===== src/rtl/mctr_csr_pkg.sv =====
// Package: shared constants and types for the machine counter CSR slice.
// Assumes a 12-bit CSR address space and two-bit privilege codes.
package mctr_csr_pkg;

    typedef enum logic [1:0] {
        PRIV_U   = 2'd0,
        PRIV_S   = 2'd1,
        PRIV_RSV = 2'd2,
        PRIV_M   = 2'd3
    } priv_e;

    localparam int ADDR_W = 12;
    localparam int NUM_ID = 4;
    localparam int IR_BIT = 2;

    localparam logic [ADDR_W-1:0] A_INHIBIT  = 12'h320;
    localparam logic [ADDR_W-1:0] A_MINSTRET = 12'hB02;
    localparam logic [ADDR_W-1:0] A_UCYCLE   = 12'hC00;
    localparam logic [ADDR_W-1:0] A_UTIME    = 12'hC01;
    localparam logic [ADDR_W-1:0] A_UINSTRET = 12'hC02;
    localparam logic [ADDR_W-1:0] A_ID_BASE  = 12'hF11;

    typedef struct packed {
        logic is_machine;
        logic is_id;
        logic is_alias;
        logic is_inhibit;
        logic is_minstret;
        logic is_cycle_view;
        logic is_instret_view;
    } csr_class_t;

endpackage


===== src/rtl/mctr_addr_class.sv =====
// Module: classifies a CSR address into the groups the slice cares about.
// Assumes: purely combinational; the ID registers are consecutive from A_ID_BASE.
module mctr_addr_class
    import mctr_csr_pkg::*;
(
    input  logic [ADDR_W-1:0] addr,
    output csr_class_t        cls
);

    logic [NUM_ID-1:0] id_hit;
    logic              other_m;

    // One comparator per identification register.
    for (genvar gi = 0; gi < NUM_ID; gi++) begin : g_id
        assign id_hit[gi] = (addr == A_ID_BASE + ADDR_W'(gi));
    end

    // Machine CSRs that are legality-decoded but not stored in this slice.
    always_comb begin
        other_m = addr inside {[12'h300:12'h306], [12'h340:12'h344], 12'h3A0,
                               12'h3B0, 12'h744, [12'h7A0:12'h7A2], 12'h7A5};
    end

    // Assemble the classification record.
    always_comb begin
        cls.is_id           = |id_hit;
        cls.is_inhibit      = (addr == A_INHIBIT);
        cls.is_minstret     = (addr == A_MINSTRET);
        cls.is_alias        = addr inside {[A_UCYCLE:A_UINSTRET]};
        cls.is_cycle_view   = (addr == A_UCYCLE) || (addr == A_UTIME);
        cls.is_instret_view = (addr == A_UINSTRET) || (addr == A_MINSTRET);
        cls.is_machine      = other_m | cls.is_id | cls.is_inhibit | cls.is_minstret;
    end

endmodule


===== src/rtl/mctr_access_check.sv =====
// Module: read/write legality decision from address class and privilege.
// Assumes: user counter views need no enable control; ID registers are read-only.
module mctr_access_check
    import mctr_csr_pkg::*;
(
    input  logic       is_machine,
    input  logic       is_id,
    input  logic       is_alias,
    input  logic [1:0] priv,
    output logic       rd_ok,
    output logic       wr_ok
);

    logic in_m;

    // Decide legality; user views are read-only at any privilege.
    always_comb begin
        in_m  = (priv == 2'(PRIV_M));
        rd_ok = (is_machine && in_m) || is_alias;
        wr_ok = is_machine && in_m && !is_id;
    end

endmodule


===== src/rtl/mctr_counter.sv =====
// Module: W-bit counter with synchronous load taking priority over increment.
// Assumes: wraps to zero on overflow; active-low synchronous reset to zero.
module mctr_counter #(
    parameter int W = 64
) (
    input  logic         clk,
    input  logic         rst_n,
    input  logic         inc,
    input  logic         load,
    input  logic [W-1:0] load_val,
    output logic [W-1:0] q
);

    // Load beats increment so a written value is seen unmodified.
    always_ff @(posedge clk) begin
        if (!rst_n)     q <= '0;
        else if (load)  q <= load_val;
        else if (inc)   q <= q + W'(1);
    end

endmodule


===== src/rtl/mctr_csr_unit.sv =====
// Module: top of the machine counter/ID CSR slice.
// Holds cycle and retired-instruction counters plus the retire-inhibit bit,
// and reports read/write legality for any 12-bit CSR address.
// Assumes: write strobe is qualified by the same-cycle address; reads are combinational.
module mctr_csr_unit
    import mctr_csr_pkg::*;
#(
    parameter int XLEN = 64
) (
    input  logic              clk,
    input  logic              rst_n,
    input  logic [1:0]        priv,
    input  logic              retire,
    input  logic [ADDR_W-1:0] csr_addr,
    input  logic              csr_we,
    input  logic [XLEN-1:0]   csr_wdata,
    output logic [XLEN-1:0]   csr_rdata,
    output logic              rd_legal,
    output logic              wr_legal
);

    csr_class_t      cls;
    logic            wr_fire;
    logic            instret_wr;
    logic            ir_q;
    logic [XLEN-1:0] cycle_q;
    logic [XLEN-1:0] instret_q;
    logic [XLEN-1:0] rd_raw;
    logic            chk_live;

    mctr_addr_class u_class (
        .addr (csr_addr),
        .cls  (cls)
    );

    mctr_access_check u_access (
        .is_machine (cls.is_machine),
        .is_id      (cls.is_id),
        .is_alias   (cls.is_alias),
        .priv       (priv),
        .rd_ok      (rd_legal),
        .wr_ok      (wr_legal)
    );

    // Qualify the write strobe with legality.
    always_comb begin
        wr_fire    = csr_we && wr_legal;
        instret_wr = wr_fire && cls.is_minstret;
    end

    mctr_counter #(.W(XLEN)) u_cycle (
        .clk      (clk),
        .rst_n    (rst_n),
        .inc      (1'b1),
        .load     (1'b0),
        .load_val ('0),
        .q        (cycle_q)
    );

    mctr_counter #(.W(XLEN)) u_instret (
        .clk      (clk),
        .rst_n    (rst_n),
        .inc      (retire && !ir_q),
        .load     (instret_wr),
        .load_val (csr_wdata),
        .q        (instret_q)
    );

    // Retire-inhibit bit: the only implemented bit of the inhibit CSR.
    always_ff @(posedge clk) begin
        if (!rst_n)                        ir_q <= 1'b0;
        else if (wr_fire && cls.is_inhibit) ir_q <= csr_wdata[IR_BIT];
    end

    // Read multiplexer; unheld CSRs return zero.
    always_comb begin
        rd_raw = '0;
        if (cls.is_cycle_view)        rd_raw = cycle_q;
        else if (cls.is_instret_view) rd_raw = instret_q;
        else if (cls.is_inhibit)      rd_raw[IR_BIT] = ir_q;
        csr_rdata = rd_legal ? rd_raw : '0;
    end

    // Marks cycles whose previous edge was out of reset, for history checks.
    always_ff @(posedge clk) begin
        if (!rst_n) chk_live <= 1'b0;
        else        chk_live <= 1'b1;
    end

    AST_ID_READONLY: assert property (@(posedge clk) disable iff (!rst_n)
        cls.is_id |-> !wr_legal);

    AST_NONM_NO_WRITE: assert property (@(posedge clk) disable iff (!rst_n)
        (priv != 2'(PRIV_M)) |-> !wr_legal);

    AST_INSTRET_IDLE: assert property (@(posedge clk) disable iff (!rst_n)
        chk_live && $past(!retire && !instret_wr) |-> $stable(instret_q));

    AST_INHIBIT_FREEZE: assert property (@(posedge clk) disable iff (!rst_n)
        chk_live && $past(ir_q && !instret_wr) |-> $stable(instret_q));

    AST_MINSTRET_EXACT: assert property (@(posedge clk) disable iff (!rst_n)
        chk_live && $past(instret_wr) |-> instret_q == $past(csr_wdata));

    AST_CYCLE_STEP: assert property (@(posedge clk) disable iff (!rst_n)
        chk_live |-> cycle_q == $past(cycle_q) + XLEN'(1));

    AST_ILLEGAL_ZERO: assert property (@(posedge clk) disable iff (!rst_n)
        !rd_legal |-> csr_rdata == '0);

endmodule


===== config.mk =====
export PLATFORM = sky130hd
export DESIGN_NAME = mctr_csr_unit
export DESIGN_NICKNAME = d
export VERILOG_FILES = /design/src/rtl/mctr_csr_pkg.sv /design/src/rtl/mctr_addr_class.sv /design/src/rtl/mctr_access_check.sv /design/src/rtl/mctr_counter.sv /design/src/rtl/mctr_csr_unit.sv
export SDC_FILE = /design/constraint.sdc
export NUM_CORES = 1
export LEC_CHECK = 0
export ABC_AREA = 1
export BUFFER_PORTS_ARGS = -buffer_cell sky130_fd_sc_hd__buf_4
export CAP_MARGIN = 20
export CORE_MARGIN = 2
export CORE_UTILIZATION = 30
export DETAILED_ROUTE_END_ITERATION = 10
export PLACE_DENSITY = 0.48
export SYNTH_ARGS = -nofsm -noshare
export SYNTH_HDL_FRONTEND = slang
export SYNTH_HIERARCHICAL = 1
export SYNTH_SLANG_ARGS = --single-unit

===== constraint.sdc =====
create_clock -name clk -period 3.2 [get_ports clk]
set_clock_uncertainty 0.2 [all_clocks]
set_input_delay 0.8 -clock clk [delete_from_list [all_inputs] [get_ports clk]]
set_output_delay 0.8 -clock clk [all_outputs]
set_load 0.02 [all_outputs]

Word level (Yosys, flattened, before mapping)
Cells that the tools add are included.

Flip-flop bits (word level): 129. Bits of input ports: 82. Word-level logic and storage cells: 56.

Add/sub/neg operators: 2. Order comparisons: 8. Equal/unequal tests: 14. Multiplexer cells: 8. Bitwise operators: 3. Reductions and logical operators: 18.

Operators by type and width (number): $mux 64 (4); $add 64x1->64 const B (2); $eq 12x12->1 const B (8); $mux 61 (1); $eq 12x10->1 const B (3); $eq 12x11->1 const B (2); $ge 12x10->1 const B (2); $le 12x10->1 const B (2); $ge 12x11->1 const B (1); $ge 12x12->1 const B (1); $le 12x11->1 const B (1); $le 12x12->1 const B (1); $logic_and 1x1->1 (10); $reduce_bool 7->1 (1); $reduce_or 4->1 (1); $logic_or 1x1->1 (3); $or 1x1->1 (3); $eq 2x2->1 const B (1); $logic_not 1->1 (2); $mux 1 (2); $mux 2 (1); $reduce_bool 2->1 (1).

Logic depth before layout (Yosys ltp)
Gate-level depths: netlist of the first run.

Depth in word-level cells: 11. Gate-level depth with buffers: 18.

Cells and area by module
The synthesis of the first run kept the hierarchy.

Modules (own cells, without submodules): mctr_counter at u_instret (instances 1, cells an instance 710, area an instance 4526.8 µm², sequential area each 1281.2 µm²); mctr_counter at u_cycle (instances 1, cells an instance 720, area an instance 4504.3 µm², sequential area each 1281.2 µm²); mctr_csr_unit (instances 1, cells an instance 234, area an instance 1159.9 µm², sequential area each 20.0 µm²); mctr_addr_class (instances 1, cells an instance 84, area an instance 372.9 µm², sequential area each 0.0 µm²); mctr_access_check (instances 1, cells an instance 4, area an instance 23.8 µm², sequential area each 0.0 µm²).

Least setup slack after synthesis of the first run
OpenSTA, ideal clock, no wires.

Kind: input-to-output. Start point: input csr_addr[0]. End point: output csr_rdata[10]. Data arrival time: 2.322 ns. Path slack: -0.122 ns. Stages: 12. Cell sequence: nor2_2 -> nand2_1 -> nor2_2 -> nand2_1 -> a21oi_2 -> nor2_1 -> nand2_1 -> nand3_2 -> nand2_1 -> inv_2 -> clkbuf_1 -> a21oi_1.

RTL lines: start, declared (line mctr_csr_unit.sv:14) `input logic [ADDR_W-1:0] csr_addr,`; end, declared (line mctr_csr_unit.sv:17) `output logic [XLEN-1:0] csr_rdata,`.

==> impl_metrics.yaml, run 1 <==
timing:
  setup_viol: 64
  finalSetupTns_ns: -13.34
  max_freq_mhz: 289
  worst_slack_ns: -0.261
  tightest_slew_ns: 0.724
  fin_crit_sh: 1.08
  slew_viol_final: 0
  fin_crit_ns: 3.46
  relSlewSlack: 0.517
  rsz0062_at_grt: "true"
  hold_violations: 0
  worst_hold_slack_ns: 0.341
synthesis:
  yosysTopAreaCell: "dfxtp_1"
  synth-edff-count: 0
  netlist-cell-type-count: 36
  synth_common_cells: "523 x nand2_1, 240 x nor2_1, 173 x nand3_1"
  yosys_warnings: 6
  netlist.area_leader.share: 0.244
  synthArstFlopShare: 0
  synthCells: 1752
  netlist_area_um2: 10600
  avgSynthCellArea_um2: 6.04
  ys_seq_area_frac: 0.244
  ys_ff_latch: 129
  synthFlopType: "dfxtp_1"
  synth_most_common_cell: "nand2_1"
  yosys-top-cells-area: "dfxtp_1 24%, nand2_1 19%, nor2_1 8.5%"
job:
  max_cap_viol_count: 0
critical_path:
  cp_common_cell: "buf_12"
  crit_path_top_delay_cell: "a21oi_1"
  worstPathRequired_ns: 2.20
  worst_setup_path_start_kind: "input port"
  crit_start: "csr_addr[7]"
  r2r_start: "u_instret/q[0]"
  worstPathCellList: "buf_8, inv_4, nand2_4, nor3_4, buf_4, nand4_1, a21oi_1, inv_1, nand2_8, buf_12, inv_8, buf_12, a21oi_4, buf_6"
  slowest_delay_ns: 0.17
  worst_setup_path_end_kind: "output pin"
  worstPathArrival_ns: 2.46
  critical_path_class: "in2out"
  critPathMaxFanout: 8
  r2r_setup_slack_ns: 0.99
global_routing:
  grt_usage: 0.252
  antenna_found_initial: 0
  overflow: 0
  grt_pass1_wl_mm: 70.3
  first_global_vias: 12000
  grt_max_degree: 63
cts:
  cts_made_buffers: 17
  cts_hold_buffers: 0
  htree_levels: 4
  cts.path.max_buffers: 2
  cts_tree: "built"
  root_buffer: "clkbuf_16"
  clkSlewWorstSetupHoldPaths_ns: 0.05
  clk_latency_ns: 0.44
  cts.sinks: 129
detailed_routing:
  drt-total-wl_mm: 46.3
  drc: 0
  wl_per_cell_um: 18.8
  vias: 12600
  vias_per_cell: 5.12
  dr.pass1.iters: 6
  ant_nets: 0
  first_iter_violations: 857
die:
  io_pins: 148
  start_util: 0.306
  fp.dieH_um: 192
  rows: 68
  die_area_um2: 36800
  die_x_um: 192
  coreArea_um2: 34600
layout:
  area_delta_synth_final_pct: 42.9
  layout.nets: 2080
  drive_gt1_frac: 0.260
  utilization: 0.437
  fin_cells: 2463
  num_antenna_cells: 0
hold_path:
  hp-class: "reg2reg"
  hold_start: "ir_q"
power_and_ir_drop:
  power_uw: 4150
  p_leak_uw: 0.00520
  p_per_area_nw_per_um2: 274
  vdd_drop_max_mv: 0.382
outcome:
  status: "complete, but fails checks"
  violations: "setup timing"
place:
  place_congestion: 0.906
  io_buffers: 147
  dp_hpwl_mm: 34.7
  place_inst: 2411
==> worst paths after layout <==
kind                endpoint  cells after the start
min reg2reg             ir_q                      4
max             csr_rdata[1]                     14
min                     ir_q                      4
max reg2reg  u_instret/q[60]                     10
==> layout by cell type, fill, tap and decap left out, types with 5 or more instances in the layout <==
| master | n |
|---|---|
| o21bai_1 | 35 |
| a31oi_1 | 23 |
| nor2_1 | 222 |
| buf_4 | 131 |
| nand3_4 | 5 |
| nand2_2 | 50 |
| conb_1 | 71 |
| xor2_1 | 23 |
| a21oi_2 | 17 |
| xnor2_1 | 36 |
| dfxtp_1 | 129 |
| nand3_1 | 136 |
| clkbuf_8 | 6 |
| nand3_2 | 36 |
| o21ai_0 | 11 |
| nand4_1 | 14 |
| a21oi_1 | 112 |
| nand2_4 | 16 |
| a21oi_4 | 42 |
| buf_8 | 5 |
| a22oi_1 | 93 |
| clkbuf_16 | 18 |
| nor2_2 | 31 |
| nor2_4 | 25 |
| buf_16 | 6 |
| buf_12 | 21 |
| inv_1 | 78 |
| inv_2 | 17 |
| nand2_1 | 494 |
| buf_6 | 64 |
==> layer usage <==
layer | part of all wire | global-route usage | up-vias
met5 | 0 | 0 | -
met4 | 0.036 | 0.0947 | 0
met3 | 0.042 | 0.0378 | 67
met2 | 0.48 | 0.421 | 347
met1 | 0.44 | 0.328 | 5950
li1 | - | - | 6239
==> critical path: cells and delay by family <==
kind            cells  cell delay [ns]
compound gates      2             0.31
buf+inv             8             0.86
simple gates        4             0.46
==> logic make-up (layout without fill, tap and decap cells) <==
family / Yosys count / in the layout / synth area share
AOI/OAI and AO/OA: 340 / 340 / 0.197
xor gates and xnor gates: 59 / 59 / 0.0488
buffers and inverters: 178 / 365 / 0.0737
adders and majority gates: 2 / 2 / 0.00236
DFF: 129 / 129 / 0.244
and+or+nand+nor: 1042 / 1042 / 0.434
other: 2 / 71 / 0.000709
==> stage by stage <==
step	cell area, µm²	setup WS, ns
final	15100	-0.261
after global routing	15100	-0.321
after CTS	14500	-0.245
after detailed placement	12800	-0.449
after global placement	12800	-0.487
after floorplan	10900	-0.0502
==> flip-flops by register name (all words and copies together), names as in the netlist <==
register     cells
u_cycle/q       64
ir_q             1
u_instret/q     64
==> where the power goes <==
group | internal [µW] | switching (µW) | leakage, µW | total, µW
Clock | 1180 | 761 | 0.000286 | 1940
Sequential | 1660 | 103 | 0.00105 | 1760
Combinational | 194 | 252 | 0.00386 | 446
Total | 3030 | 1120 | 0.00520 | 4150
==> layout make-up <==
class,instances,area [µm²]
timing repair buffer,230,2450
fill,3640,19500
inverter,102,418
multi-input combinational,1514,8520
clock inverter,5,50.0
tap,455,569
sequential,129,2580
clock buffer,26,519
timing repair inverter,2,20.0
==> what timing repair did <==
item	4_1_cts	5_1_grt
pin swaps	9	10
resized for setup	184	129
setup endpoints to repair	65	66
gates cloned	10	2
buffers inserted	11	0
No activity file was read; power rests on OpenSTA's default activity.
==> inputs of run 2 (changes only) <==
--- a/config.mk
+++ b/config.mk
@@ -11,6 +11,7 @@
 export CORE_MARGIN = 2
 export CORE_UTILIZATION = 30
 export DETAILED_ROUTE_END_ITERATION = 10
+export MAX_ROUTING_LAYER = met4
 export PLACE_DENSITY = 0.48
 export SYNTH_ARGS = -nofsm -noshare
 export SYNTH_HDL_FRONTEND = slang
==> impl_metrics.yaml, run 2 (synthesis gave the netlist of run 1 again) <==
outcome:
  status: "complete, but fails checks"
  violations: "setup timing"
power_and_ir_drop:
  switching_share: 0.274
  pwr-share-clk: 0.470
  p_per_area_nw_per_um2: 282
  power_frac_seq: 0.422
  p_leak_uw: 0.00531
  p_int_uw: 3040
  switchingPower_uw: 1150
  power_frac_comb: 0.107
  vdd_drop_max_mv: 0.377
detailed_routing:
  first_iter_violations: 959
  drc: 0
  wl_per_cell_um: 19.4
  vias_per_cell: 5.09
  dr.pass1.iters: 6
  vias: 12600
  drt-total-wl_mm: 48.0
  ant_nets: 0
die:
  fp.dieH_um: 192
  coreArea_um2: 34600
  die_x_um: 192
  start_util: 0.306
  io_pins: 148
  rows: 68
  die_area_um2: 36800
place:
  place_inst: 2419
  dp_hpwl_mm: 36.3
  placed_cell_area_um2: 12900
  place_congestion: 1.08
  io_buffers: 147
cts:
  cts_tree: "built"
  cts.sinks: 129
  htree_levels: 4
  cts_made_buffers: 17
  root_buffer: "clkbuf_16"
  cts.path.max_buffers: 2
  clkSlewWorstSetupHoldPaths_ns: 0.05
  clk_latency_ns: 0.45
critical_path:
  worstPathRequired_ns: 2.20
  ff2ff_path_depth: 9
  worst_setup_path_end_kind: "output pin"
  critPathMaxFanout: 8
  r2r_start: "u_instret/q[22]"
  r2r-end: "u_instret/q[62]"
  critical_path_class: "in2out"
  r2r_setup_slack_ns: 1.01
  worstPathArrival_ns: 2.50
  worst_setup_path_start_kind: "input port"
global_routing:
  antenna_found_initial: 0
  grt_pass1_wl_mm: 71.7
  grt_usage: 0.266
  first_global_vias: 12100
  overflow: 0
  grt_max_degree: 63
hold_path:
  hold_depth: 4
  min_to: "ir_q"
  hp-class: "reg2reg"
  hold_start: "ir_q"
timing:
  finalSetupTns_ns: -15.19
  rsz0062_at_grt: "true"
  tightest_slew_ns: 0.682
  slew_viol_final: 0
  max_freq_mhz: 286
  hold_violations: 0
  relSlewSlack: 0.545
  worst_slack_ns: -0.299
  fin_crit_ns: 3.50
  fin_crit_sh: 1.09
  setup_viol: 65
layout:
  multi_input_area_um2: 8330
  top_regs: "u_cycle/q x64, u_instret/q x64, ir_q x1"
  fin_area_um2: 14800
  layout.nets: 2089
  utilization: 0.429
  area_delta_synth_final_pct: 40.2
  final_cell_mix: "484 x nand2_1, 227 x nor2_1, 165 x buf_4"
  drive_gt1_frac: 0.264
  register_area_um2: 2580
  fin_cells: 2472
  final_common_cell: "nand2_1"
  num_antenna_cells: 0
  fillers: 3692
job:
  max_cap_viol_count: 0
-- run 2: what timing repair did --
action / 4_1_cts / 5_1_grt
gates resized for setup: 91 / 173
setup buffers: 10 / 6
pin swaps: 20 / 52
hold buffers: 0 / 0
setup endpoints to repair: 65 / 66
cloned: 3 / 8
-- run 2: final cells by class --
type / instances / area share
multi-input combinational: 1514 / 0.561
timing repair buffer: 239 / 0.158
timing repair inverter: 2 / 0.00185
clock buffer: 26 / 0.0350
inverter: 102 / 0.0280
sequential: 129 / 0.174
tap: 455 / 0.0384
clock inverter: 5 / 0.00337
-- run 2: per-stage QoR --
step                setup WS [ns]  hold slack, ns  total power (µW)
floorplan                 -0.0502           0.301              1970
global placement           -0.609           0.323              2180
detailed placement         -0.535           0.329              2180
CTS                        -0.298           0.338              4170
global route               -0.331           0.391              4340
finish                     -0.299           0.335              4190
-- run 2: worst max-delay path, stage by stage --
cell,delay [ns]
buf_8,0.08
buf_6,0.10
nand2_4,0.06
inv_4,0.06
nand2_4,0.05
buf_6,0.11
o31ai_4,0.35
buf_12,0.19
buf_12,0.14
clkbuf_16,0.16
nand2_1,0.06
a21oi_1,0.15
buf_4,0.16
-- run 2: per-layer routing --
layer / wire length, µm / GRT usage
met5: 0 / -
met4: 1750 / 0.103
met3: 2000 / 0.0393
met2: 22800 / 0.426
met1: 21400 / 0.339
-- run 2: how the worst max path moves through the flow --
stage / from / endpoint / slack (ns) / cells past startpoint
detailed placement: csr_addr[7] / csr_rdata[2] / -0.53 / 12
global placement: csr_addr[7] / csr_rdata[2] / -0.61 / 12
floorplan: csr_addr[0] / csr_rdata[10] / -0.05 / 12
finish: csr_addr[11] / csr_rdata[45] / -0.30 / 13
CTS: csr_addr[6] / csr_rdata[58] / -0.30 / 13
global route: csr_addr[11] / csr_rdata[63] / -0.33 / 13
-- run 2: power groups by stage --
stage               sequential (µW)  combinational [µW]  clock, µW
floorplan                      1740                 225          0
global placement               1790                 387          0
detailed placement             1790                 390          0
CTS                            1760                 407       2010
global route                   1780                 493       2070
finish                         1770                 449       1970
==> inputs of run 3 (changes only) <==
--- a/config.mk
+++ b/config.mk
@@ -6,7 +6,7 @@
 export NUM_CORES = 1
 export LEC_CHECK = 0
 export ABC_AREA = 1
-export BUFFER_PORTS_ARGS = -buffer_cell sky130_fd_sc_hd__buf_4
+export BUFFER_PORTS_ARGS = -buffer_cell sky130_fd_sc_hd__buf_2
 export CAP_MARGIN = 20
 export CORE_MARGIN = 2
 export CORE_UTILIZATION = 30
==> impl_metrics.yaml, run 3 (synthesis gave the netlist of run 1 again) <==
outcome:
  status: "complete, but fails checks"
  violations: "setup timing"
detailed_routing:
  drc: 0
  vias: 12700
  wl_per_cell_um: 19.2
  ant_nets: 0
  first_iter_violations: 994
  vias_per_cell: 5.13
  dr.pass1.iters: 5
  drt-total-wl_mm: 47.4
layout:
  area_delta_synth_final_pct: 38.7
  fillers: 3710
  utilization: 0.424
  layout.nets: 2085
  top_regs: "u_cycle/q x64, u_instret/q x64, ir_q x1"
  final_common_cell: "nand2_1"
  final_cell_mix: "493 x nand2_1, 229 x nor2_1, 134 x nand3_1"
  drive_gt1_frac: 0.262
  num_antenna_cells: 0
  fin_area_um2: 14700
timing:
  rsz0062_at_grt: "true"
  setup_viol: 65
  worst_hold_slack_ns: 0.340
  hold_violations: 0
  slew_viol_final: 0
  worst_slack_ns: -0.295
  fin_crit_ns: 3.49
  max_freq_mhz: 286
  fin_crit_sh: 1.09
critical_path:
  worstPathArrival_ns: 2.49
  slowest_delay_ns: 0.19
  r2r_setup_slack_ns: 0.96
  cp_common_cell: "nand2_8"
  worst_setup_path_end_kind: "output pin"
  crit_path_end: "csr_rdata[30]"
  crit_path_top_delay_cell: "nor3_4"
  worst_setup_path_start_kind: "input port"
  worstPathCellList: "buf_8, inv_8, nand2_8, nor3_4, nand4_1, buf_4, a21oi_4, inv_2, nand2_8, inv_12, clkbuf_16, a21oi_2, buf_6"
  crit_start: "csr_addr[6]"
  ff2ff_path_depth: 9
  worstPathRequired_ns: 2.20
  critPathMaxFanout: 12
  r2r_start: "u_instret/q[22]"
  r2r-end: "u_instret/q[62]"
  critical_path_class: "in2out"
power_and_ir_drop:
  power_uw: 3990
  p_per_area_nw_per_um2: 271
  p_leak_uw: 0.00510
  vdd_drop_max_mv: 0.382
cts:
  cts_hold_buffers: 0
  clkSlewWorstSetupHoldPaths_ns: 0.06
  root_buffer: "clkbuf_16"
  clk_latency_ns: 0.45
  cts_tree: "built"
  cts_made_buffers: 17
  cts.sinks: 129
  htree_levels: 4
  cts.path.max_buffers: 2
global_routing:
  grt_pass1_wl_mm: 71.7
  grt_max_degree: 63
  overflow: 0
  antenna_found_initial: 0
  first_global_vias: 12100
  grt_usage: 0.266
die:
  start_util: 0.306
  io_pins: 148
  fp.dieH_um: 192
  rows: 68
  die_x_um: 192
  coreArea_um2: 34600
  die_area_um2: 36800
place:
  place_congestion: 0.973
  dp_hpwl_mm: 35.5
  placed_cell_area_um2: 12500
  io_buffers: 147
hold_path:
  hp-class: "reg2reg"
job:
  max_cap_viol_count: 0
run 3: worst min-delay path by stage:
stage	from	end	slack, ns	cells after the start
2_1_floorplan	u_instret/q[4]	u_instret/q[4]	0.30	2
3_3_place_gp	ir_q	ir_q	0.32	4
3_5_place_dp	ir_q	ir_q	0.33	4
4_1_cts	ir_q	ir_q	0.34	4
5_1_grt	ir_q	ir_q	0.41	4
6_report	ir_q	ir_q	0.34	4
run 3: area by class of cell:
cell class / count / area (µm²) / share of cell area
Multi-Input combinational cell: 1514 / 8350 / 0.568
Sequential cell: 129 / 2580 / 0.176
Timing Repair Buffer: 235 / 2240 / 0.153
Tap cell: 455 / 569 / 0.0388
Clock buffer: 25 / 475 / 0.0324
Inverter: 102 / 418 / 0.0284
Clock inverter: 7 / 35.0 / 0.00238
Timing Repair inverter: 2 / 17.5 / 0.00119
run 3: power breakdown:
| group | internal [µW] | switching (µW) |
|---|---|---|
| clock | 1020 | 781 |
| combinational | 172 | 253 |
| sequential | 1660 | 105 |
run 3: critical path: cells and delay by family:
| family | cells | cell delay [ns] |
|---|---|---|
| buffers and inverters | 7 | 0.83 |
| and+or+nand+nor | 4 | 0.54 |
| AOI/OAI and AO/OA | 2 | 0.30 |
run 3: per-stage QoR:
stage | cells | setup TNS [ns] | setup slack [ns]
after floorplan | 1821 | -2.72 | -0.0502
after global placement | 2411 | -39.13 | -0.623
after detailed placement | 2411 | -37.06 | -0.528
after CTS | 2465 | -12.57 | -0.248
after global routing | 2469 | -17.38 | -0.361
final | 2469 | -13.85 | -0.295
run 3: timing repair:
item | 4_1_cts | 5_1_grt
pin swaps | 21 | 39
setup endpoints to repair | 65 | 67
gates cloned | 6 | 4
setup buffers | 17 | 3
gates resized for setup | 235 | 126
run 3: metal layers:
metal	routed length, µm	track usage	share of wire
met5	0	-	0
met4	1580	0.0962	0.033
met3	2100	0.0358	0.044
met2	22800	0.430	0.48
met1	20900	0.338	0.44
